==> src/rtl/hostbus_bridge.sv <==
module hostbus_bridge #(
  parameter int W        = 8,
  parameter int BUSY_CYC = 3,
  parameter int PULSE_W  = 4,
  parameter int CTRL_REG = 255,
  parameter int STAT_REG = 254
) (
  input  logic         clk,
  input  logic         rst_n,
  input  logic         strap_strobe,
  input  logic         strap_addr,
  input  logic         cs_n,
  input  logic         pin_a,
  input  logic         pin_b,
  input  logic         ale_sel,
  input  logic [W-1:0] ad_in,
  output logic [W-1:0] ad_out,
  output logic         ad_oe,
  output logic         ready,
  input  logic         irq_req,
  output logic         irq
);
  localparam int DEPTH = 1 << W;
  localparam int BW    = $clog2(BUSY_CYC + 1);
  localparam int PCW   = $clog2(PULSE_W + 1);

  logic mode_sep_q, addr_flag_q;
  logic [2:0] cs_s, a_s, b_s, l_s;
  logic [2:0][W-1:0] ad_s;
  logic [W-1:0] regs [DEPTH];
  logic [W-1:0] addr_q;
  logic [BW-1:0] busy;
  logic [PCW-1:0] pcnt;
  logic pending;

  always_ff @(posedge clk) begin
    if (!rst_n) begin
      mode_sep_q  <= strap_strobe;
      addr_flag_q <= strap_addr;
      cs_s <= '1;
      a_s  <= '1;
      b_s  <= '1;
      l_s  <= '0;
      ad_s <= '0;
    end else begin
      cs_s <= {cs_s[1:0], cs_n};
      a_s  <= {a_s[1:0], pin_a};
      b_s  <= {b_s[1:0], pin_b};
      l_s  <= {l_s[1:0], ale_sel};
      ad_s <= {ad_s[1:0], ad_in};
    end
  end

  wire          cs_ok    = ~cs_s[2];
  wire          b_rise   = ~b_s[2] & b_s[1] & cs_ok;
  wire          a_rise   = ~a_s[2] & a_s[1] & cs_ok;
  wire          wr_end   = mode_sep_q ? b_rise : (b_rise & ~a_s[2]);
  wire          rd_end   = mode_sep_q ? a_rise : (b_rise & a_s[2]);
  wire          ale_fall = ~addr_flag_q & l_s[2] & ~l_s[1] & cs_ok;
  wire          addr_wr  = wr_end & addr_flag_q & l_s[2];
  wire          data_wr  = wr_end & ~(addr_flag_q & l_s[2]);
  wire [W-1:0]  wdat     = ad_s[2];
  wire          at_stat  = (addr_q == W'(STAT_REG));
  wire          stat_clr = data_wr & at_stat & wdat[0];
  wire [W-1:0]  ctrl     = regs[W'(CTRL_REG)];
  wire          pol      = ctrl[0];
  wire          pulse    = ctrl[1];

  always_ff @(posedge clk) begin
    if (!rst_n) begin
      for (int i = 0; i < DEPTH; i++) regs[i] <= '0;
      addr_q <= '0;
    end else begin
      if (data_wr && !at_stat) regs[addr_q] <= wdat;
      if (addr_wr || ale_fall) addr_q <= wdat;
    end
  end

  always_ff @(posedge clk) begin
    if (!rst_n) begin
      busy    <= '0;
      pcnt    <= '0;
      pending <= 1'b0;
    end else begin
      if (wr_end || rd_end) busy <= BW'(BUSY_CYC);
      else if (busy != '0)  busy <= busy - 1'b1;
      if (irq_req && pulse) pcnt <= PCW'(PULSE_W);
      else if (pcnt != '0)  pcnt <= pcnt - 1'b1;
      if (irq_req)          pending <= 1'b1;
      else if (stat_clr)    pending <= 1'b0;
    end
  end

  wire active = pulse ? (pcnt != '0) : pending;
  assign irq    = pol ? active : ~active;
  assign ready  = (busy == '0);
  assign ad_oe  = ~cs_s[1] & (mode_sep_q ? ~a_s[1] : (~b_s[1] & a_s[1]));
  assign ad_out = at_stat ? {{(W-1){1'b0}}, pending} : regs[addr_q];
endmodule

==> config.mk <==
export PLATFORM = sky130hd
export DESIGN_NAME = hostbus_bridge
export DESIGN_NICKNAME = d
export VERILOG_FILES = /design/src/rtl/hostbus_bridge.sv
export SDC_FILE = /design/constraint.sdc
export NUM_CORES = 2
export LEC_CHECK = 0
export BUFFER_PORTS_ARGS = -buffer_cell sky130_fd_sc_hd__buf_2
export CAP_MARGIN = 20
export CORE_ASPECT_RATIO = 0.9
export CORE_UTILIZATION = 48
export CTS_CLUSTER_DIAMETER = 50
export DETAILED_ROUTE_END_ITERATION = 8
export HOLD_SLACK_MARGIN = 0.15
export PLACE_DENSITY = 0.69
export SLEW_MARGIN = 40
export SYNTH_ARGS = -nofsm -noshare
export SYNTH_HDL_FRONTEND = slang
export SYNTH_SLANG_ARGS = --single-unit
==> constraint.sdc <==
create_clock -name clk -period 9.48 [get_ports clk]
set_clock_uncertainty 0.2 [all_clocks]
set_input_delay 1.896 -clock clk [delete_from_list [all_inputs] [get_ports clk]]
set_output_delay 1.896 -clock clk [all_outputs]
set_load 0.05 [all_outputs]
==> flow_metrics.tcl <==
set metrics [dict create \
    run_status "finished, final reports clean" \
    synth_edf_count 2050 \
    place_area_um2 99700 \
    hold_class "reg2reg" \
    dr_total_vias 57805 \
    asyncSetResetFlopFracSynth 0 \
    initialDrtViolationCount 8774 \
    power.density_nw_per_um2 182 \
    dominant_synthesized_flop_cell "sky130_fd_sc_hd__edfxtp_1" \
    chipWidth_um 475 \
    critical_path.max_fanout 36 \
    first_global_vias 55926 \
    fraction_of_final_layout_cells_with_drive_strength_greater_than_1 0.196 \
    worstPathCellList "buf_4 > buf_4 > mux4_2 > a22oi_1 > nand3_1 > o21ai_1 > o31ai_1 > buf_2" \
    source_to_sink_clock_delay_at_the_later_pin_of_the_worst_skew_pair_ns 0.85 \
    cts_max_level 4 \
    avgRoutedWirePerCell_um 29.5 \
    synth.top_cell.area_share 0.637 \
    holdBufCountCts 0 \
    area.sequential_um2 62800 \
    worst_pin_slew_ns 0.971 \
    gr-total-overflow 0 \
    switching_share 0.213 \
    max_cap_violations 0 \
    worstPathArrival_ns 5.41 \
    endpoint_kind "output pin" \
    start_util 0.485 \
    cts.sinks 2108 \
    floorplan.die.height_um 428 \
    crit_path_top_delay_cell "sky130_fd_sc_hd__dfxtp_4" \
    gr-usage-all-layers 0.264 \
    slew_headroom 0.353 \
    critical_path_class "reg2out" \
    antenna_viol_nets_final 0 \
    cts_resized 0 \
    fin_setup_tns_ns 0 \
    synth_cells 6440 \
    timing.critical_path.from_type "flop" \
    timing.fmax_mhz 133 \
    timing.final.crit_period_ns 7.51 \
    pin_count_of_the_biggest_net_entering_global_routing 139 \
    yosys.cell_types.count 53 \
    multiInputGateArea_um2 31400 \
    post-route-drc-count 0 \
    max_stage_delay_ns 0.75 \
    crit_path_frequent_cell "sky130_fd_sc_hd__buf_4" \
    nNetsFinal 6265 \
    ir_worst_vdd_v 0.000164 \
    place.detailed.hpwl_um 164000 \
    pwr-share-comb 0.032 \
    yosys-top-cells-area "sky130_fd_sc_hd__edfxtp_1, sky130_fd_sc_hd__mux4_2, sky130_fd_sc_hd__and2_1" \
    seqPwrFrac 0.545 \
    dieArea_um2 203000 \
    finalInstanceArea_um2 107000 \
    synth_area_leader_cell "sky130_fd_sc_hd__edfxtp_1" \
    finalHoldViolCount 0 \
    timing_max_transition_violations_final 0 \
    area_growth_syn_to_layout_pct 10.5 \
    routed_via_density 6.36 \
    rows 155 \
    synth_area_um2 96600 \
    final-setup-viol-count 0 \
    core_area_um2 199000 \
    yosysSeqAreaShare 0.649 \
    power.net_switching_uw 4150 \
    rsz0062_at_grt "false" \
    global_route_wire_length_before_repair_um 390000 \
    layout_common_cells "sky130_fd_sc_hd__edfxtp_1, sky130_fd_sc_hd__and2_1, sky130_fd_sc_hd__and3_1, sky130_fd_sc_hd__mux4_2, sky130_fd_sc_hd__buf_4" \
    io-pin-count 28 \
    tritoncts "yes" \
    gpl.final_weighted_congestion 0.915 \
    first_pass_iters 6 \
    yosys_warnings 0 \
    final_common_cell "sky130_fd_sc_hd__edfxtp_1" \
    pre_cts_slack_ns 2.75 \
    worstPathRequired_ns 7.38 \
    io_buffers 27 \
    p_clk_frac 0.423 \
    synthesis.area_per_instance_um2 15.0 \
    total_leakage_power_uw 0.0401 \
    routed_wl_um 268000 \
    clock_path_buffers 3 \
    cts_root_buf "sky130_fd_sc_hd__clkbuf_16" \
    antenna_violations_before_repair 7 \
    timing.final.ws_setup_ns 1.97 \
    ys_seq_elements 2108 \
    post_cts.repair.setup_buffers 0 \
    numCtsBuffers 202 \
    cellInternalPower_uw 15300 \
    timing.final.crit_share 0.792 \
    cts.clk_slew.worst_paths_ns 0.06 \
    count_of_fill_cells_added_during_filler_insertion 15732 \
]
## layer usage
layer | wire length [um] | GRT usage | vias up
met2 | 121000 | 0.394 | 3472
met1 | 105000 | 0.379 | 29677
met4 | 10400 | 0.0959 | 2
met3 | 32000 | 0.0618 | 541
met5 | 24 | 0 | -
li1 | - | - | 24113
## worst max-delay path: cells and delay by family (launching register included)
kind,cells,cell delay [ns]
muxes,1,0.64
AOI/OAI and AO/OA,3,1.09
buffers and inverters,3,1.57
and+or+nand+nor,1,0.31
DFF,1,0.75
## synthesized netlist by cell type, types with 10 or more instances
cell                       number
sky130_fd_sc_hd__clkbuf_1     567
sky130_fd_sc_hd__mux4_2       567
sky130_fd_sc_hd__o22ai_1       41
sky130_fd_sc_hd__mux2i_1       22
sky130_fd_sc_hd__edfxtp_1    2050
sky130_fd_sc_hd__dfxtp_1       58
sky130_fd_sc_hd__o21ai_0      201
sky130_fd_sc_hd__and2_1      1072
sky130_fd_sc_hd__nand2b_1      26
sky130_fd_sc_hd__a21oi_1       23
sky130_fd_sc_hd__buf_2         67
sky130_fd_sc_hd__and3_1      1002
sky130_fd_sc_hd__mux2_2        12
sky130_fd_sc_hd__nor3_1        22
sky130_fd_sc_hd__nand3_1       37
sky130_fd_sc_hd__a211oi_1      11
sky130_fd_sc_hd__a22oi_1       72
sky130_fd_sc_hd__nor2b_1       22
sky130_fd_sc_hd__buf_1         20
sky130_fd_sc_hd__nand2_1      210
sky130_fd_sc_hd__nor2_1       194
sky130_fd_sc_hd__buf_4         32
sky130_fd_sc_hd__nand4_1       10
## path summary, 6_finish.rpt
path                                              from                         to  slack (ns)  depth (start not counted)
worst min register to register       b_s[0]$_SDFF_PN1_          b_s[1]$_SDFF_PN1_        0.21                          1
worst max-delay path                              flop                  ad_out[2]        1.97                          8
worst min-delay path                 b_s[0]$_SDFF_PN1_          b_s[1]$_SDFF_PN1_        0.21                          1
worst max register to register  addr_q[0]$_SDFFE_PN0N_  regs[61][5]$_SDFFCE_PN0P_        4.48                         10
## cells by family after synthesis
kind of cell	share of synthesized area
xor+xnor	0.000272
simple gates	0.158
compound gates	0.0263
buf+inv	0.0302
mux	0.136
flops	0.649
other cells	0.0000388
fa+ha+maj	0.000389
## state kept, by name (all words and copies together) (netlist names), named ones only
signal       count
busy             2
regs          2048
pending          1
mode_sep_q       1
pcnt             3
cs_s             3
wdat             8
a_s              3
addr_flag_q      1
b_s              3
l_s              3
addr_q           8
ad_s            16
## power groups by stage
| stage | logic, uW | clock network, uW | registers [uW] |
|---|---|---|---|
| 4_1_cts | 617 | 8290 | 10600 |
| 3_5_place_dp | 615 | 0 | 10800 |
| 3_3_place_gp | 593 | 0 | 10800 |
| 5_1_grt | 658 | 8630 | 10600 |
| 2_1_floorplan | 382 | 0 | 10700 |
| 6_report | 625 | 8240 | 10600 |
## area by class of cell
type                    count  share of cell area
multi-input cells        3635               0.294
clock inverters           133              0.0127
flip-flops and latches   2108               0.588
clock buffers             243              0.0497
inverters                   9            0.000340
repair buffers            289              0.0235
diodes                      2           0.0000469
well taps                2669              0.0313
## per-stage QoR
step	total power (uW)	utilization	hold slack, ns	instances
6_report	19500	0.536	0.210	9088
5_1_grt	19900	0.536	0.235	9086
4_1_cts	19500	0.534	0.214	9077
3_5_place_dp	11400	0.501	0.199	8701
3_3_place_gp	11400	0.499	0.192	8691
2_1_floorplan	11100	-	0.186	6447
(Power assumes the default switching activity.)
